[src/rtl/irq_redir_pkg.sv]
package irq_redir_pkg;

  typedef struct packed {
    logic [7:0] vec;
    logic [2:0] dmode;
    logic       logical;
    logic       pol;
    logic       level;
    logic       masked;
    logic [7:0] dest;
  } route_t;

  localparam logic [7:0] SEL_IDENT = 8'h00;
  localparam logic [7:0] SEL_VERS  = 8'h01;
  localparam logic [7:0] SEL_ARB   = 8'h02;
  localparam logic [7:0] SEL_BOOT  = 8'h03;
  localparam logic [7:0] SEL_TBL   = 8'h10;

  function automatic logic mode_ok(input logic [2:0] m);
    return !((m == 3'd3) || (m == 3'd6));
  endfunction

endpackage

[src/rtl/irq_pin_stage.sv]
module irq_pin_stage
  import irq_redir_pkg::*;
(
  input  logic       clk,
  input  logic       rst_n,
  input  logic       pin,
  input  route_t     cfg,
  input  logic       taken,
  input  logic       eoi_valid,
  input  logic [7:0] eoi_vector,
  output logic       req,
  output logic       in_svc
);

  logic s1, s2, epend, svc_q;
  logic act_now, act_old, elig, edge_hit, eoi_hit;
  logic unused_cfg;

  assign unused_cfg = ^{cfg.dest, cfg.logical};

  assign act_now  = s1 ^ cfg.pol;
  assign act_old  = s2 ^ cfg.pol;
  assign elig     = !cfg.masked && mode_ok(cfg.dmode);
  assign edge_hit = elig && !cfg.level && act_now && !act_old;
  assign eoi_hit  = eoi_valid && cfg.level && (cfg.vec == eoi_vector);

  always_ff @(posedge clk or negedge rst_n) begin
    if (!rst_n) begin
      s1    <= 1'b0;
      s2    <= 1'b0;
      epend <= 1'b0;
      svc_q <= 1'b0;
    end else begin
      s1 <= pin;
      s2 <= s1;
      if (edge_hit)   epend <= 1'b1;
      else if (taken) epend <= 1'b0;
      if (taken && cfg.level) svc_q <= 1'b1;
      else if (eoi_hit)       svc_q <= 1'b0;
    end
  end

  assign req    = elig && (cfg.level ? (act_now && !svc_q) : epend);
  assign in_svc = svc_q;

  // acceptance of a level request marks it in service
  p_svc_set_r8: assert property (@(posedge clk) disable iff (!rst_n)
    (taken && cfg.level) |=> in_svc);

  // matching end-of-interrupt without acceptance clears it
  p_eoi_clear_r11: assert property (@(posedge clk) disable iff (!rst_n)
    (eoi_hit && !taken) |=> !in_svc);

  // an accepted edge leaves no residue unless a fresh edge came
  p_edge_once_r7: assert property (@(posedge clk) disable iff (!rst_n)
    (taken && !edge_hit && !cfg.level) |=> !epend);

endmodule

[src/rtl/irq_pick.sv]
module irq_pick #(
  parameter  int N = 8,
  localparam int W = (N > 1) ? $clog2(N) : 1
) (
  input  logic [N-1:0] req,
  output logic         any,
  output logic [W-1:0] idx
);

  logic [N-1:0] lower;

  always_comb begin
    any = |req;
    idx = '0;
    for (int i = N - 1; i >= 0; i--) begin
      if (req[i]) idx = W'(i);
    end
  end

  always_comb begin
    lower = (N'(1) << idx) - N'(1);
    if (any) begin
      // chosen pin requests and no lower pin does
      p_pick_lowest_r13: assert (req[idx] && ((req & lower) == '0));
    end
  end

endmodule

[src/rtl/irq_redir_regs.sv]
module irq_redir_regs
  import irq_redir_pkg::*;
#(
  parameter  int         N        = 8,
  parameter  int         ADDR_W   = 8,
  parameter  logic [7:0] VERSION  = 8'h11,
  parameter  logic       VER_FLAG = 1'b1,
  localparam int         SW       = (N > 1) ? $clog2(N) : 1
) (
  input  logic              clk,
  input  logic              rst_n,
  input  logic              bus_sel,
  input  logic              bus_wr,
  input  logic [ADDR_W-1:0] bus_addr,
  input  logic [31:0]       bus_wdata,
  output logic [31:0]       bus_rdata,
  input  logic [N-1:0]      pend,
  input  logic [N-1:0]      in_svc,
  output route_t [N-1:0]    cfg
);

  localparam logic [8:0]        TBL_END  = 9'(16 + 2 * N);
  localparam logic [ADDR_W-1:0] OFS_SEL  = ADDR_W'(0);
  localparam logic [ADDR_W-1:0] OFS_DATA = ADDR_W'(16);

  logic [7:0]    sel_q, id_q, off;
  logic          fl_a_q, fl_b_q, boot_q;
  logic [3:0]    arb_q;
  logic          in_tbl, hi_word, wr_sel, wr_dat, rd_en;
  logic [SW-1:0] ent;
  logic [31:0]   word;
  logic          unused_wd;

  assign unused_wd = ^bus_wdata[23:17];

  assign off     = sel_q - SEL_TBL;
  assign in_tbl  = (sel_q >= SEL_TBL) && ({1'b0, sel_q} < TBL_END);
  assign hi_word = sel_q[0];
  assign ent     = off[SW:1];
  assign wr_sel  = bus_sel && bus_wr && (bus_addr == OFS_SEL);
  assign wr_dat  = bus_sel && bus_wr && (bus_addr == OFS_DATA);
  assign rd_en   = bus_sel && !bus_wr;

  always_ff @(posedge clk or negedge rst_n) begin
    if (!rst_n) begin
      sel_q  <= '0;
      id_q   <= '0;
      fl_a_q <= 1'b0;
      fl_b_q <= 1'b0;
      arb_q  <= '0;
      boot_q <= 1'b0;
    end else begin
      if (wr_sel) sel_q <= bus_wdata[7:0];
      if (wr_dat) begin
        if (sel_q == SEL_IDENT) begin
          id_q   <= bus_wdata[31:24];
          fl_a_q <= bus_wdata[15];
          fl_b_q <= bus_wdata[14];
        end
        if (sel_q == SEL_ARB)  arb_q  <= bus_wdata[27:24];
        if (sel_q == SEL_BOOT) boot_q <= bus_wdata[0];
      end
    end
  end

  for (genvar g = 0; g < N; g++) begin : g_ent
    always_ff @(posedge clk or negedge rst_n) begin
      if (!rst_n) begin
        cfg[g] <= '{vec: 8'h0, dmode: 3'h0, logical: 1'b0, pol: 1'b0,
                    level: 1'b0, masked: 1'b1, dest: 8'h0};
      end else if (wr_dat && in_tbl && (ent == SW'(g))) begin
        if (hi_word) begin
          cfg[g].dest <= bus_wdata[31:24];
        end else begin
          cfg[g].vec     <= bus_wdata[7:0];
          cfg[g].dmode   <= bus_wdata[10:8];
          cfg[g].logical <= bus_wdata[11];
          cfg[g].pol     <= bus_wdata[13];
          cfg[g].level   <= bus_wdata[15];
          cfg[g].masked  <= bus_wdata[16];
        end
      end
    end
  end

  always_comb begin
    word = '0;
    if (sel_q == SEL_IDENT)
      word = {id_q, 8'h0, fl_a_q, fl_b_q, 14'h0};
    else if (sel_q == SEL_VERS)
      word = {8'h0, 8'(N - 1), VER_FLAG, 7'h0, VERSION};
    else if (sel_q == SEL_ARB)
      word = {4'h0, arb_q, 24'h0};
    else if (sel_q == SEL_BOOT)
      word = {31'h0, boot_q};
    else if (in_tbl) begin
      if (hi_word)
        word = {cfg[ent].dest, 24'h0};
      else
        word = {15'h0, cfg[ent].masked, cfg[ent].level, in_svc[ent],
                cfg[ent].pol, pend[ent], cfg[ent].logical,
                cfg[ent].dmode, cfg[ent].vec};
    end
  end

  always_comb begin
    bus_rdata = '0;
    if (rd_en && (bus_addr == OFS_SEL))       bus_rdata = {24'h0, sel_q};
    else if (rd_en && (bus_addr == OFS_DATA)) bus_rdata = word;
  end

  // a data access never moves the select word
  p_sel_kept_r2: assert property (@(posedge clk) disable iff (!rst_n)
    (bus_sel && (bus_addr == OFS_DATA)) |=> $stable(sel_q));

endmodule

[src/rtl/irq_redirect_ctrl.sv]
module irq_redirect_ctrl
  import irq_redir_pkg::*;
#(
  parameter  int         NPINS    = 8,
  parameter  int         ADDR_W   = 8,
  parameter  logic [7:0] VERSION  = 8'h11,
  parameter  logic       VER_FLAG = 1'b1,
  localparam int         SW       = (NPINS > 1) ? $clog2(NPINS) : 1
) (
  input  logic              clk,
  input  logic              rst_n,
  input  logic              bus_sel,
  input  logic              bus_wr,
  input  logic [ADDR_W-1:0] bus_addr,
  input  logic [31:0]       bus_wdata,
  output logic [31:0]       bus_rdata,
  input  logic [NPINS-1:0]  irq_pin,
  output logic              msg_valid,
  input  logic              msg_ready,
  output logic [7:0]        msg_vector,
  output logic [2:0]        msg_mode,
  output logic              msg_logical,
  output logic [7:0]        msg_dest,
  input  logic              eoi_valid,
  input  logic [7:0]        eoi_vector
);

  route_t [NPINS-1:0] cfg;
  logic   [NPINS-1:0] pend, in_svc;
  logic               pick_any, accept;
  logic   [SW-1:0]    pick_idx, held_pin;

  irq_redir_regs #(.N(NPINS), .ADDR_W(ADDR_W), .VERSION(VERSION),
                   .VER_FLAG(VER_FLAG)) u_regs (
    .clk(clk), .rst_n(rst_n), .bus_sel(bus_sel), .bus_wr(bus_wr),
    .bus_addr(bus_addr), .bus_wdata(bus_wdata), .bus_rdata(bus_rdata),
    .pend(pend), .in_svc(in_svc), .cfg(cfg)
  );

  assign accept = msg_valid && msg_ready;

  for (genvar g = 0; g < NPINS; g++) begin : g_pin
    irq_pin_stage u_stage (
      .clk(clk), .rst_n(rst_n), .pin(irq_pin[g]), .cfg(cfg[g]),
      .taken(accept && (held_pin == SW'(g))),
      .eoi_valid(eoi_valid), .eoi_vector(eoi_vector),
      .req(pend[g]), .in_svc(in_svc[g])
    );
  end

  irq_pick #(.N(NPINS)) u_pick (.req(pend), .any(pick_any), .idx(pick_idx));

  always_ff @(posedge clk or negedge rst_n) begin
    if (!rst_n) begin
      msg_valid   <= 1'b0;
      held_pin    <= '0;
      msg_vector  <= '0;
      msg_mode    <= '0;
      msg_logical <= 1'b0;
      msg_dest    <= '0;
    end else if (!msg_valid) begin
      if (pick_any) begin
        msg_valid   <= 1'b1;
        held_pin    <= pick_idx;
        msg_vector  <= cfg[pick_idx].vec;
        msg_mode    <= cfg[pick_idx].dmode;
        msg_logical <= cfg[pick_idx].logical;
        msg_dest    <= cfg[pick_idx].logical ? cfg[pick_idx].dest
                                             : {4'h0, cfg[pick_idx].dest[3:0]};
      end
    end else if (msg_ready) begin
      msg_valid <= 1'b0;
    end
  end

  // offered message holds under back-pressure
  p_hold_r14: assert property (@(posedge clk) disable iff (!rst_n)
    (msg_valid && !msg_ready) |=> (msg_valid &&
      $stable({msg_vector, msg_mode, msg_logical, msg_dest})));

  // one cycle without valid after every transfer
  p_gap_r14: assert property (@(posedge clk) disable iff (!rst_n)
    accept |=> !msg_valid);

  // reserved modes never reach the output
  p_no_reserved_r10: assert property (@(posedge clk) disable iff (!rst_n)
    $rose(msg_valid) |-> mode_ok(msg_mode));

endmodule

[config.mk]
export PLATFORM = sky130hd
export DESIGN_NAME = irq_redirect_ctrl
export DESIGN_NICKNAME = d
export VERILOG_FILES = /design/src/rtl/irq_redir_pkg.sv /design/src/rtl/irq_pin_stage.sv /design/src/rtl/irq_pick.sv /design/src/rtl/irq_redir_regs.sv /design/src/rtl/irq_redirect_ctrl.sv
export SDC_FILE = /design/constraint.sdc
export NUM_CORES = 1
export LEC_CHECK = 0
export BUFFER_PORTS_ARGS = -buffer_cell sky130_fd_sc_hd__buf_2
export CORE_MARGIN = 1
export CORE_UTILIZATION = 55
export CTS_CLUSTER_SIZE = 10
export DETAILED_ROUTE_END_ITERATION = 12
export GPL_TIMING_DRIVEN = 1
export PLACE_DENSITY = 0.77
export REMOVE_ABC_BUFFERS = 1
export SYNTH_ARGS = -nofsm -noshare
export SYNTH_HDL_FRONTEND = slang
export SYNTH_HIERARCHICAL = 1
export SYNTH_SLANG_ARGS = --single-unit
[constraint.sdc]
create_clock -name clk -period 2.8 [get_ports clk]
set_input_delay 0.14 -clock clk [delete_from_list [all_inputs] [get_ports clk]]
set_output_delay 0.14 -clock clk [all_outputs]
set_load 0.01 [all_outputs]
=== Word level (Yosys, flattened, before mapping) ===
Index checks and enable logic that the tools add are counted.

* Bits in registers: 263
* Word-level logic and storage cells: 420

* Add/sub/neg operators: 1
* Magnitude comparators: 4
* Eq/ne operators: 42
* Multiplexer cells: 68
* Bitwise operators: 18
* Reductions and logical operators: 187

{| class="wikitable"
|+ Operators with widths
! operator !! count
|-
| $mux 32 || 8
|-
| $bmux 23 s3 || 2
|-
| $logic_and 1x1->1 || 97
|-
| $eq 8x8->1 || 8
|-
| $eq 3x3->1 const B || 16
|-
| $mux 23 || 2
|-
| $mux 1 || 45
|-
| $logic_not 1->1 || 41
|-
| $reduce_and 2->1 || 20
|-
| $eq 3x2->1 const B || 12
|-
| $reduce_bool 2->1 || 16
|-
| $mux 3 || 8
|-
| $eq 8x2->1 const B || 2
|-
| $logic_not 8->1 || 2
|-
| $xor 1x1->1 || 16
|-
| $eq 8x1->1 const B || 1
|-
| $eq 8x5->1 const B || 1
|-
| $ge 8x5->1 const B || 1
|-
| $logic_or 1x1->1 || 8
|-
| $lt 3x4->1 const B || 2
|-
| $lt 8x6->1 const B || 1
|-
| $mux 8 || 1
|-
| $reduce_or 8->1 || 1
|-
| $bmux 1 s3 || 2
|-
| 4 further kinds || 7
|}

=== Logic depth before layout (Yosys ltp) ===
Gate-level depths: netlist of run 1.

* Word-level depth: 16
* Depth in mapped cells: 12

=== Hierarchy ===
The synthesis of run 1 kept the hierarchy.

{| class="wikitable"
|+ Modules (own cells, without submodules)
! module !! instances !! cells each !! area an instance (µm²) !! sequential area each (µm²)
|-
| irq_redir_regs || 1 || 658 || 9918.3 || 5190.0
|-
| irq_pin_stage || 8 || 30 || 282.8 || 100.1
|-
| irq_redirect_ctrl || 1 || 161 || 2099.5 || 600.6
|-
| irq_pick || 1 || 13 || 81.3 || 0.0
|}

=== Least setup slack after synthesis of run 1 ===
OpenSTA, ideal clock, no wires.

* Path kind: reg-to-reg
* Start: register, netlist name u_regs/cfg[173]
* End: register msg_dest[4]
* Data arrival time: 2.453 ns
* Required time: 2.674 ns
* Slack: 0.221 ns
* Stages on the path, launching flop included: 11
* Period minus slack after synthesis: 2.579 ns
* Path through: dfrtp_1 -> xor2_1 -> a21o_1 -> nor2_1 -> a21oi_1 -> o41ai_1 -> buf_6 -> buf_6 -> mux4_2 -> a22oi_4 -> o21ai_1

* Cells in the longest elaborated chain, start to end: 16
* Elaborated cells on any way between the ends: 19

{| class="wikitable"
|+ RTL lines
! item !! line !! source
|-
| $eq 3x2->1 or $eq 3x3->1 (tied branches) || irq_redir_pkg.sv:20 || <nowiki>return !((m == 3'd3) || (m == 3'd6));</nowiki>
|-
| $logic_or 1x1->1 (*) || irq_redir_pkg.sv:20 ||
|-
| $logic_not 1->1 (*) || irq_redir_pkg.sv:20 ||
|-
| $logic_and 1x1->1 (*) || irq_pin_stage.sv:23 || <nowiki>assign elig = !cfg.masked && mode_ok(cfg.dmode);</nowiki>
|-
| $logic_and 1x1->1 (*) || irq_pin_stage.sv:43 || <nowiki>assign req = elig && (cfg.level ? (act_now && !svc_q) : epend);</nowiki>
|-
| named net pend[7] || irq_redirect_ctrl.sv:29 || <nowiki>logic [NPINS-1:0] pend, in_svc;</nowiki>
|-
| $mux 3 (*) (8 in a row) || irq_pick.sv:16 || <nowiki>if (req[i]) idx = W'(i);</nowiki>
|-
| named net pick_idx[0] || irq_redirect_ctrl.sv:31 || <nowiki>logic [SW-1:0] pick_idx, held_pin;</nowiki>
|-
| $bmux 23 s3 (*) || irq_redirect_ctrl.sv:68 || <nowiki>msg_dest <= cfg[pick_idx].logical ? cfg[pick_idx].dest</nowiki>
|-
| $mux 23 (*) || n/a ||
|-
| $mux 8 (*) || irq_redirect_ctrl.sv:68 ||
|-
| end signal: assignment || irq_redirect_ctrl.sv:68 ||
|-
| end: declaration || irq_redirect_ctrl.sv:23 || <nowiki>output logic [7:0] msg_dest,</nowiki>
|}

The timed path passes the listed nets; every way through them passes the cells marked *. The select of a mux whose other input is x is not followed.
A chain may end at the register's enable or synchronous reset.

=== Worst setup path after layout of run 1 ===
* Start: register u_regs.sel_q[6]
* End: output port bus_rdata[0]

* Cells in the longest elaborated chain, start to end: 9
* Elaborated cells on any way between the ends: 14

{| class="wikitable"
|+ RTL lines
! item !! line !! source
|-
| start: declaration || irq_redir_regs.sv:26 || <nowiki>logic [7:0] sel_q, id_q, off;</nowiki>
|-
| start signal: assignment || irq_redir_regs.sv:53 || <nowiki>if (wr_sel) sel_q <= bus_wdata[7:0];</nowiki>
|-
| $ge 8x5->1 or $lt 8x6->1 (tied branches) || irq_redir_regs.sv:37 || <nowiki>assign in_tbl = (sel_q >= SEL_TBL) && ({1'b0, sel_q} < TBL_END);</nowiki>
|-
| $logic_and 1x1->1 || irq_redir_regs.sv:37 ||
|-
| $mux 32 || irq_redir_regs.sv:96 || <nowiki>else if (in_tbl) begin</nowiki>
|-
| $mux 32 || irq_redir_regs.sv:94 || <nowiki>else if (sel_q == SEL_BOOT)</nowiki>
|-
| $mux 32 || irq_redir_regs.sv:92 || <nowiki>else if (sel_q == SEL_ARB)</nowiki>
|-
| $mux 32 || irq_redir_regs.sv:90 || <nowiki>else if (sel_q == SEL_VERS)</nowiki>
|-
| $mux 32 (*) || irq_redir_regs.sv:88 || <nowiki>if (sel_q == SEL_IDENT)</nowiki>
|-
| $mux 32 (*) || irq_redir_regs.sv:109 || <nowiki>else if (rd_en && (bus_addr == OFS_DATA)) bus_rdata = word;</nowiki>
|-
| $mux 32 (*) || irq_redir_regs.sv:108 || <nowiki>if (rd_en && (bus_addr == OFS_SEL)) bus_rdata = {24'h0, sel_q};</nowiki>
|-
| end: declaration || irq_redirect_ctrl.sv:16 || <nowiki>output logic [31:0] bus_rdata,</nowiki>
|}

Every way passes the cells marked *; elsewhere a longest branch is shown, timed or not.

==> impl_results.html, run 1 <==
<table>
<tr><th>Metric</th><th>Value</th></tr>
<tr><th colspan="2">Finish</th></tr>
<tr><td>Number of non-filler instances in the completed layout</td><td>between 1500 and 2000</td></tr>
<tr><td>Nets@finish</td><td>1328</td></tr>
<tr><td>Final design instance area without fill</td><td>17100 µm²</td></tr>
<tr><td>Share of the core filled with cells in the final layout</td><td>slightly below 70%</td></tr>
<tr><td>Sequential cell area</td><td>about 6600 µm²</td></tr>
<tr><td>Fillers</td><td>about 1800</td></tr>
<tr><td>Area Growth Syn to Fin</td><td>18.9%</td></tr>
<tr><td>Ratio of cells with drive above 1 in the final layout</td><td>between 40% and 50%</td></tr>
<tr><td>Combined area of the multi-input logic cells</td><td>7490 µm²</td></tr>
<tr><th colspan="2">Yosys</th></tr>
<tr><td>Distinct cells, synth</td><td>62</td></tr>
<tr><td>Share of synthesized registers carrying an async set or reset</td><td>100%</td></tr>
<tr><td>Register bit count reported by yosys</td><td>263</td></tr>
<tr><td>Sequential share of the synthesized area</td><td>45.9%</td></tr>
<tr><td>Average cell area after synthesis</td><td>13.4 µm²</td></tr>
<tr><td>Post-synthesis cell count</td><td>between 1000 and 1500</td></tr>
<tr><td>Largest area contributor in the netlist</td><td>sky130_fd_sc_hd__dfrtp_1</td></tr>
<tr><td>Yosys synthesis warning count</td><td>6</td></tr>
<tr><td>Cell types with the highest counts after synthesis</td><td>255 x sky130_fd_sc_hd__dfrtp_1, 207 x sky130_fd_sc_hd__mux2_2, 86 x sky130_fd_sc_hd__mux4_2</td></tr>
<tr><td>Top FF cell, synth</td><td>sky130_fd_sc_hd__dfrtp_1</td></tr>
<tr><td>Area share of the largest cell type after synthesis</td><td>44.4%</td></tr>
<tr><td>Biggest area contributors in the synthesized netlist</td><td>sky130_fd_sc_hd__dfrtp_1 44%, sky130_fd_sc_hd__mux2_2 16%, sky130_fd_sc_hd__mux4_2 13%</td></tr>
<tr><td>Most frequent cell after synthesis</td><td>sky130_fd_sc_hd__dfrtp_1</td></tr>
<tr><td>Post-synth EDFFs</td><td>0</td></tr>
<tr><td>Netlist area before placement</td><td>14400 µm²</td></tr>
<tr><th colspan="2">Clock tree</th></tr>
<tr><td>Clock latency on the worst-skew pair</td><td>approximately 0.55 ns</td></tr>
<tr><td>Clock buffers created by TritonCTS</td><td>30</td></tr>
<tr><td>TritonCTS clock tree</td><td>done</td></tr>
<tr><td>Clock sink total</td><td>263</td></tr>
<tr><td>H-Tree Level Count</td><td>1</td></tr>
<tr><td>Maximum clock insertion buffer count</td><td>3</td></tr>
<tr><td>Clock transition at the register clock pins on the worst setup and hold paths after CTS</td><td>roughly 0.06 ns</td></tr>
<tr><td>CTS root buf</td><td>sky130_fd_sc_hd__clkbuf_16</td></tr>
<tr><th colspan="2">Status</th></tr>
<tr><td>Status</td><td>finished, violations left</td></tr>
<tr><td>Failing checks</td><td>negative setup slack</td></tr>
<tr><th colspan="2">Drt</th></tr>
<tr><td>Routed length per placed instance</td><td>24.3 µm</td></tr>
<tr><td>WL final</td><td>39300 µm</td></tr>
<tr><td>Remaining routing DRC violations</td><td>0</td></tr>
<tr><td>First-pass iteration count of the detailed router</td><td>6</td></tr>
<tr><td>1st-iter DRT viols</td><td>approximately 1100</td></tr>
<tr><td>Vias post-DR</td><td>10196</td></tr>
<tr><td>Vias/cell</td><td>6.32</td></tr>
<tr><td>Routed Antenna Nets</td><td>0</td></tr>
<tr><th colspan="2">Setup path</th></tr>
<tr><td>Critical Path End Type</td><td>output pin</td></tr>
<tr><td>Setup crit start kind</td><td>register</td></tr>
<tr><td>Most frequent CP cell</td><td>sky130_fd_sc_hd__buf_4</td></tr>
<tr><td>Crit path cell chain</td><td>buf_4 -&gt; nor4b_4 -&gt; buf_4 -&gt; and4_1 -&gt; o221ai_1 -&gt; o211ai_1 -&gt; buf_2</td></tr>
<tr><td>Reg-to-reg critical path startpoint</td><td>u_regs/cfg[106]$_DFFE_PN0P_</td></tr>
<tr><td>CP top delay family</td><td>simple AND/OR/NAND/NOR gates</td></tr>
<tr><td>Reg-to-reg setup timing slack</td><td>roughly 0.070 ns</td></tr>
<tr><td>Crit path largest cell delay</td><td>0.41 ns</td></tr>
<tr><td>CP max-delay cell</td><td>sky130_fd_sc_hd__dfrtp_1</td></tr>
<tr><td>Type of the worst setup path</td><td>register to output pin</td></tr>
<tr><td>Cells on worst reg2reg path</td><td>9</td></tr>
<tr><td>Count of buffering cells on the critical path with inverters included</td><td>3</td></tr>
<tr><td>Largest fanout on the critical path</td><td>9</td></tr>
<tr><td>FF-to-FF End</td><td>msg_dest[6]$_DFFE_PN0P_</td></tr>
<tr><td>Arrival time of the worst setup path</td><td>2.68 ns</td></tr>
<tr><td>Required time of the worst setup path</td><td>2.66 ns</td></tr>
<tr><th colspan="2">Floorplan</th></tr>
<tr><td>Die area</td><td>between 20000 and 30000 µm²</td></tr>
<tr><td>Total I/O pin count</td><td>115</td></tr>
<tr><td>Chip Height</td><td>164 µm</td></tr>
<tr><td>Width of the chip</td><td>164 µm</td></tr>
<tr><td>Row Count</td><td>58</td></tr>
<tr><td>Starting utilization of the core area</td><td>a little under three fifths</td></tr>
<tr><td>Total core area</td><td>25400 µm²</td></tr>
<tr><th colspan="2">STA</th></tr>
<tr><td>Fin Hold WS</td><td>about 0.03 ns</td></tr>
<tr><td>Worst-case setup margin in the final layout</td><td>-0.0162 ns</td></tr>
<tr><td>Worst rel slew slack</td><td>between 50% and 60%</td></tr>
<tr><td>Setup skew after layout</td><td>0.0148 ns</td></tr>
<tr><td>Final Max Slew Viols</td><td>0</td></tr>
<tr><td>Share of the clock period used by the worst path after layout</td><td>101%</td></tr>
<tr><td>Total negative setup slack</td><td>-0.0162 ns</td></tr>
<tr><td>RSZ-0062 raised after global routing</td><td>true</td></tr>
<tr><td>Worst-Margin Slew</td><td>0.712 ns</td></tr>
<tr><td>Maximum clock frequency</td><td>355 MHz</td></tr>
<tr><td>Final critical path time including I/O delays and setup</td><td>2.82 ns</td></tr>
<tr><td>Final count of hold timing violations</td><td>0</td></tr>
<tr><td>Count of final setup violators</td><td>1</td></tr>
<tr><th colspan="2">Hold path</th></tr>
<tr><td>Instance count along the most critical hold path</td><td>2</td></tr>
<tr><td>Launch point of the worst hold path</td><td>bus_wdata[6]</td></tr>
<tr><td>Hold Crit Endpoint</td><td>u_regs/sel_q[6]$_DFFE_PN0P_</td></tr>
<tr><td>HP Class</td><td>input port to register</td></tr>
<tr><th colspan="2">Pwr</th></tr>
<tr><td>Max VDD drop</td><td>524 µV</td></tr>
<tr><td>Power per Cell Area</td><td>530 nW/µm²</td></tr>
<tr><td>Power consumption</td><td>9.05 mW</td></tr>
<tr><td>Total leakage power</td><td>7.66 nW</td></tr>
<tr><th colspan="2">Place</th></tr>
<tr><td>Total half-perimeter wirelength after legalization and detailed placement</td><td>between 20000 and 30000 µm</td></tr>
<tr><td>Placed Area</td><td>15600 µm²</td></tr>
<tr><td>Worst setup slack after placement</td><td>-0.0973 ns</td></tr>
<tr><td>Final RePlAce weighted congestion</td><td>0.911</td></tr>
<tr><td>Placed Cells</td><td>1516</td></tr>
<tr><td>Port Buf Inserts</td><td>101</td></tr>
<tr><th colspan="2">Global routing</th></tr>
<tr><td>Residual overflow from global routing</td><td>0</td></tr>
<tr><td>Number of antenna violations at the first check in global routing</td><td>2</td></tr>
<tr><td>Pin count of the biggest net entering global routing</td><td>89</td></tr>
<tr><td>Number of global-route vias before repair</td><td>10405</td></tr>
<tr><td>First-pass GRT wire length</td><td>60500 µm</td></tr>
<tr><td>Total GRT Usage</td><td>30.3%</td></tr>
<tr><th colspan="2">Run</th></tr>
<tr><td>Max-cap viol count</td><td>0</td></tr>
</table>
-- area by class of cell --
class                   instances  share of cell area, %
diodes                          1                 0.0147
well taps                     330                   2.42
multi-input cells             734                   43.9
repair buffers                217                   9.54
flip-flops and latches        263                   38.7
clock buffers                  49                   5.00
inverters                      20                  0.454
-- metal layers --
metal  share of wire (%)  vias up  track usage (%)
met5                   0        -                0
met4                 3.9        0             11.3
met3                 8.0      109             5.84
met2                  48      457             48.3
met1                  40     5233             41.2
li1                    -     4397                -
-- worst register-to-register path: cells and delay by family, from the launching register on --
family | cells | cell delay (ns)
compound gates | 4 | 0.99
mux | 1 | 0.55
flops | 1 | 0.41
buf+inv | 2 | 0.31
xor+xnor | 1 | 0.22
simple gates | 1 | 0.12
-- cells by family (layout without fill, tap and decap cells) --
logic type	after synthesis	after routing	share of synthesized area [%]
muxes	337	337	32.8
DFF	263	263	45.9
and+or+nand+nor	210	210	8.58
AOI/OAI and AO/OA	102	102	5.04
xor gates and xnor gates	80	80	4.88
buffers and inverters	79	286	2.80
other	1	6	0.0261
-- power breakdown --
group / switching [mW] / leakage (nW) / internal, mW
Sequential: 0.0697 / 3.55 / 3.86
Clock: 1.49 / 0.409 / 2.04
Combinational: 0.866 / 3.70 / 0.732
Total: 2.42 / 7.66 / 6.63
-- worst max path at each step --
stage                                           start                        end  slack, ns  cells after the start
after floorplan           u_regs/cfg[173]$_DFFE_PN0P_    msg_dest[4]$_DFFE_PN0P_      -6.64                      8
after global placement    u_regs/cfg[127]$_DFFE_PN0P_  msg_vector[2]$_DFFE_PN0P_      -0.01                     10
after detailed placement  u_regs/cfg[127]$_DFFE_PN0P_  msg_vector[2]$_DFFE_PN0P_       -0.1                     10
after CTS                 u_regs/sel_q[0]$_DFFE_PN0P_               bus_rdata[3]     -0.001                      5
after global routing      u_regs/sel_q[7]$_DFFE_PN0P_               bus_rdata[0]      -0.06                      6
final                     u_regs/sel_q[6]$_DFFE_PN0P_               bus_rdata[0]      -0.02                      7
-- timing repair --
item                                    CTS  global route
cloned                                    0             3
hold endpoints to repair                281             0
endpoints found under the setup margin   36            34
gates resized for setup                   9            24
hold buffers                             33             0
setup buffers                             4             8
pin swaps                                 1            11
-- flip-flops by register name, summed over array words and instances, names as in the netlist, 3 cells and up --
name                  count
msg_dest                  8
u_regs/sel_q              8
u_regs/cfg              184
g_pin.u_stage/s2          8
held_pin                  3
g_pin.u_stage/s1          8
msg_vector                8
g_pin.u_stage/epend       8
u_regs/arb_q              4
msg_mode                  3
g_pin.u_stage/in_svc      8
u_regs/id_q               8
-- placed cells by master, fill, tap and decap left out, types with 17 or more instances in the layout --
cell type                       instances
sky130_fd_sc_hd__a21oi_1               23
sky130_fd_sc_hd__buf_2                100
sky130_fd_sc_hd__buf_4                 71
sky130_fd_sc_hd__clkbuf_1              17
sky130_fd_sc_hd__clkbuf_16             34
sky130_fd_sc_hd__dfrtp_1              250
sky130_fd_sc_hd__dlygate4sd3_1         33
sky130_fd_sc_hd__inv_1                 19
sky130_fd_sc_hd__mux2_2               207
sky130_fd_sc_hd__mux2i_1               44
sky130_fd_sc_hd__mux4_2                86
sky130_fd_sc_hd__nand2_1               65
sky130_fd_sc_hd__nand3_1               26
sky130_fd_sc_hd__nor3_1                17
sky130_fd_sc_hd__o21ai_0               24
sky130_fd_sc_hd__xnor2_1               70
Power figures use the tool's default switching activity.
==> run 2, diff against run 1 <==
TNS_END_PERCENT = 20   (was unset)
==> impl_results.html, run 2 (synthesis gave the netlist of run 1 again) <==
<table>
<tr><th>Metric</th><th>Value</th></tr>
<tr><th colspan="2">Place</th></tr>
<tr><td>Final RePlAce weighted congestion</td><td>~0.91</td></tr>
<tr><td>Total half-perimeter wirelength after legalization and detailed placement</td><td>26700 µm</td></tr>
<tr><td>Worst setup slack after placement</td><td>-0.0973 ns</td></tr>
<tr><td>Placed Cells</td><td>1516</td></tr>
<tr><td>Port Buf Inserts</td><td>101</td></tr>
<tr><th colspan="2">Setup path</th></tr>
<tr><td>CP max-delay cell</td><td>sky130_fd_sc_hd__and4_1</td></tr>
<tr><td>Critical Path End Type</td><td>output pin</td></tr>
<tr><td>Crit path cell chain</td><td>buf_4 -&gt; nor4b_4 -&gt; buf_4 -&gt; and4_1 -&gt; o221ai_1 -&gt; o211ai_1 -&gt; buf_2</td></tr>
<tr><td>Required time of the worst setup path</td><td>2.66 ns</td></tr>
<tr><td>FF-to-FF End</td><td>msg_dest[6]$_DFFE_PN0P_</td></tr>
<tr><td>Largest fanout on the critical path</td><td>9</td></tr>
<tr><td>Crit path largest cell delay</td><td>0.41 ns</td></tr>
<tr><td>Arrival time of the worst setup path</td><td>2.67 ns</td></tr>
<tr><td>Cells on worst reg2reg path</td><td>10</td></tr>
<tr><td>Reg-to-reg setup timing slack</td><td>0.05 ns</td></tr>
<tr><td>Setup crit start kind</td><td>register</td></tr>
<tr><td>Type of the worst setup path</td><td>register to output pin</td></tr>
<tr><td>Reg-to-reg critical path startpoint</td><td>u_regs/cfg[127]$_DFFE_PN0P_</td></tr>
<tr><td>Most frequent CP cell</td><td>sky130_fd_sc_hd__buf_4</td></tr>
<tr><th colspan="2">STA</th></tr>
<tr><td>Setup skew after layout</td><td>0.0156 ns</td></tr>
<tr><td>Worst rel slew slack</td><td>52.0%</td></tr>
<tr><td>Maximum clock frequency</td><td>356 MHz</td></tr>
<tr><td>Final critical path time including I/O delays and setup</td><td>around 2.8 ns</td></tr>
<tr><td>Share of the clock period used by the worst path after layout</td><td>100%</td></tr>
<tr><td>Worst-Margin Slew</td><td>~0.7 ns</td></tr>
<tr><td>Final count of hold timing violations</td><td>0</td></tr>
<tr><td>RSZ-0062 raised after global routing</td><td>true</td></tr>
<tr><td>Count of final setup violators</td><td>1</td></tr>
<tr><td>Worst-case setup margin in the final layout</td><td>-0.0111 ns</td></tr>
<tr><td>Final Max Slew Viols</td><td>0</td></tr>
<tr><th colspan="2">Drt</th></tr>
<tr><td>Routed length per placed instance</td><td>around 24 µm</td></tr>
<tr><td>Vias post-DR</td><td>~10000</td></tr>
<tr><td>Routed Antenna Nets</td><td>0</td></tr>
<tr><td>Remaining routing DRC violations</td><td>0</td></tr>
<tr><td>1st-iter DRT viols</td><td>935</td></tr>
<tr><td>Vias/cell</td><td>around 6.3</td></tr>
<tr><td>WL final</td><td>39200 µm</td></tr>
<tr><td>First-pass iteration count of the detailed router</td><td>5</td></tr>
<tr><th colspan="2">Pwr</th></tr>
<tr><td>Power per Cell Area</td><td>about 530 nW/µm²</td></tr>
<tr><td>Power consumption</td><td>9.05 mW</td></tr>
<tr><td>Total leakage power</td><td>7.63 nW</td></tr>
<tr><td>Max VDD drop</td><td>522 µV</td></tr>
<tr><th colspan="2">Finish</th></tr>
<tr><td>Share of the core filled with cells in the final layout</td><td>67.0%</td></tr>
<tr><td>Fillers</td><td>about 1800</td></tr>
<tr><td>Area Growth Syn to Fin</td><td>18.5%</td></tr>
<tr><td>Ratio of cells with drive above 1 in the final layout</td><td>around 45%</td></tr>
<tr><td>Leading cell types in the layout, fill and taps excluded</td><td>250 x sky130_fd_sc_hd__dfrtp_1, 207 x sky130_fd_sc_hd__mux2_2, 100 x sky130_fd_sc_hd__buf_2</td></tr>
<tr><td>Nets@finish</td><td>1323</td></tr>
<tr><td>Sequential cell area</td><td>6600 µm²</td></tr>
<tr><td>Combined area of the multi-input logic cells</td><td>7500 µm²</td></tr>
<tr><td>Most flops, register</td><td>u_regs/cfg</td></tr>
<tr><td>Leading cell type in the layout, fill and taps excluded</td><td>sky130_fd_sc_hd__dfrtp_1</td></tr>
<tr><td>Number of flip-flops under the largest register name</td><td>184</td></tr>
<tr><td>Number of non-filler instances in the completed layout</td><td>1610</td></tr>
<tr><th colspan="2">Clock tree</th></tr>
<tr><td>CTS root buf</td><td>sky130_fd_sc_hd__clkbuf_16</td></tr>
<tr><td>TritonCTS clock tree</td><td>done</td></tr>
<tr><td>Clock transition at the register clock pins on the worst setup and hold paths after CTS</td><td>0.06 ns</td></tr>
<tr><td>Maximum clock insertion buffer count</td><td>3</td></tr>
<tr><td>Clock buffers created by TritonCTS</td><td>30</td></tr>
<tr><td>Clock latency on the worst-skew pair</td><td>roughly 0.55 ns</td></tr>
<tr><td>Clock sink total</td><td>roughly 260</td></tr>
<tr><td>H-Tree Level Count</td><td>1</td></tr>
<tr><th colspan="2">Hold path</th></tr>
<tr><td>Instance count along the most critical hold path</td><td>2</td></tr>
<tr><td>Launch point of the worst hold path</td><td>bus_wdata[6]</td></tr>
<tr><td>HP Class</td><td>input port to register</td></tr>
<tr><td>Hold Crit Endpoint</td><td>u_regs/sel_q[6]$_DFFE_PN0P_</td></tr>
<tr><th colspan="2">Floorplan</th></tr>
<tr><td>Total core area</td><td>25400 µm²</td></tr>
<tr><td>Total I/O pin count</td><td>115</td></tr>
<tr><td>Width of the chip</td><td>164 µm</td></tr>
<tr><td>Starting utilization of the core area</td><td>a little under three fifths</td></tr>
<tr><td>Chip Height</td><td>~160 µm</td></tr>
<tr><td>Row Count</td><td>a little under 60</td></tr>
<tr><td>Die area</td><td>26800 µm²</td></tr>
<tr><th colspan="2">Global routing</th></tr>
<tr><td>Residual overflow from global routing</td><td>0</td></tr>
<tr><td>Pin count of the biggest net entering global routing</td><td>89</td></tr>
<tr><td>Number of antenna violations at the first check in global routing</td><td>2</td></tr>
<tr><td>First-pass GRT wire length</td><td>60500 µm</td></tr>
<tr><td>Total GRT Usage</td><td>30.3%</td></tr>
<tr><td>Number of global-route vias before repair</td><td>10405</td></tr>
<tr><th colspan="2">Run</th></tr>
<tr><td>Max-cap viol count</td><td>0</td></tr>
<tr><th colspan="2">Status</th></tr>
<tr><td>Failing checks</td><td>negative setup slack</td></tr>
<tr><td>Status</td><td>finished, violations left</td></tr>
</table>
[run 2: cell types whose count changed in the layout (fill, tap and decap cells not counted)]
| cell | delta |
|---|---|
| sky130_fd_sc_hd__mux2i_2 | +2 |
| sky130_fd_sc_hd__buf_6 | +2 |
| sky130_fd_sc_hd__clkbuf_16 | -1 |
| sky130_fd_sc_hd__buf_4 | -5 |
| sky130_fd_sc_hd__o21ai_1 | +1 |
| sky130_fd_sc_hd__buf_8 | -1 |
| sky130_fd_sc_hd__o21ai_0 | -1 |
| sky130_fd_sc_hd__mux2i_1 | -2 |
| sky130_fd_sc_hd__diode_2 | +1 |
| sky130_fd_sc_hd__nor2b_1 | +1 |
| sky130_fd_sc_hd__nor2b_2 | -1 |
[run 2: timing repair]
| item | CTS | global route |
|---|---|---|
| setup buffers | 4 | 4 |
| resized for setup | 9 | 26 |
| hold endpoints to repair | 281 | 0 |
| pin swaps | 1 | 4 |
| cloned | 0 | 2 |
| endpoints found under the setup margin | 36 | 34 |
| hold buffers | 33 | 0 |
[run 2: worst max path at each step]
stage	startpoint	endpoint	slack, ns
finish	u_regs/sel_q[6]$_DFFE_PN0P_	bus_rdata[0]	-0.01
global placement	u_regs/cfg[127]$_DFFE_PN0P_	msg_vector[2]$_DFFE_PN0P_	-0.01
floorplan	u_regs/cfg[173]$_DFFE_PN0P_	msg_dest[4]$_DFFE_PN0P_	-6.64
CTS	u_regs/sel_q[0]$_DFFE_PN0P_	bus_rdata[3]	-0.001
detailed placement	u_regs/cfg[127]$_DFFE_PN0P_	msg_vector[2]$_DFFE_PN0P_	-0.1
global route	u_regs/sel_q[7]$_DFFE_PN0P_	bus_rdata[0]	-0.06
[run 2: worst max-delay path: cells and delay by family (launching register included)]
family | cells | cell delay, ns
AO/OA/AOI/OAI | 2 | 0.46
buffers and inverters | 3 | 0.60
flip-flops | 1 | 0.40
AND/OR/NAND/NOR | 2 | 0.67
[run 2: area by class of cell]
cell class | count | share of cell area, %
multi-input cells | 734 | 44.1
flip-flops and latches | 263 | 38.8
repair buffers | 212 | 9.24
clock buffers | 49 | 5.01
well taps | 330 | 2.43
inverters | 20 | 0.456
diodes | 2 | 0.0294
[run 2: stage by stage]
step | setup TNS (ns) | cell area (µm²) | hold slack (ns)
after floorplan | -297.68 | 14000 | -0.156
after global placement | -0.0182 | 15600 | 0.202
after detailed placement | -1.05 | 15600 | 0.200
after CTS | -0.000979 | 16800 | 0.00567
after global routing | -0.147 | 17000 | 0.0125
final | -0.0111 | 17000 | 0.0292
[run 2: report_power, final]
| part | total [mW] | switching (mW) | internal (mW) |
|---|---|---|---|
| clock network | 3.53 | 1.49 | 2.04 |
| registers | 3.93 | 0.0698 | 3.86 |
| logic | 1.59 | 0.862 | 0.727 |
| total | 9.05 | 2.42 | 6.63 |
[run 2: routing by layer]
metal / vias to the layer above / track usage, % / share of wire, %
met3: 111 / 5.84 / 8.5
met2: 473 / 48.3 / 48
met4: 2 / 11.3 / 3.9
met1: 5150 / 41.2 / 40
met5: - / 0 / 0.033
li1: 4400 / - / -
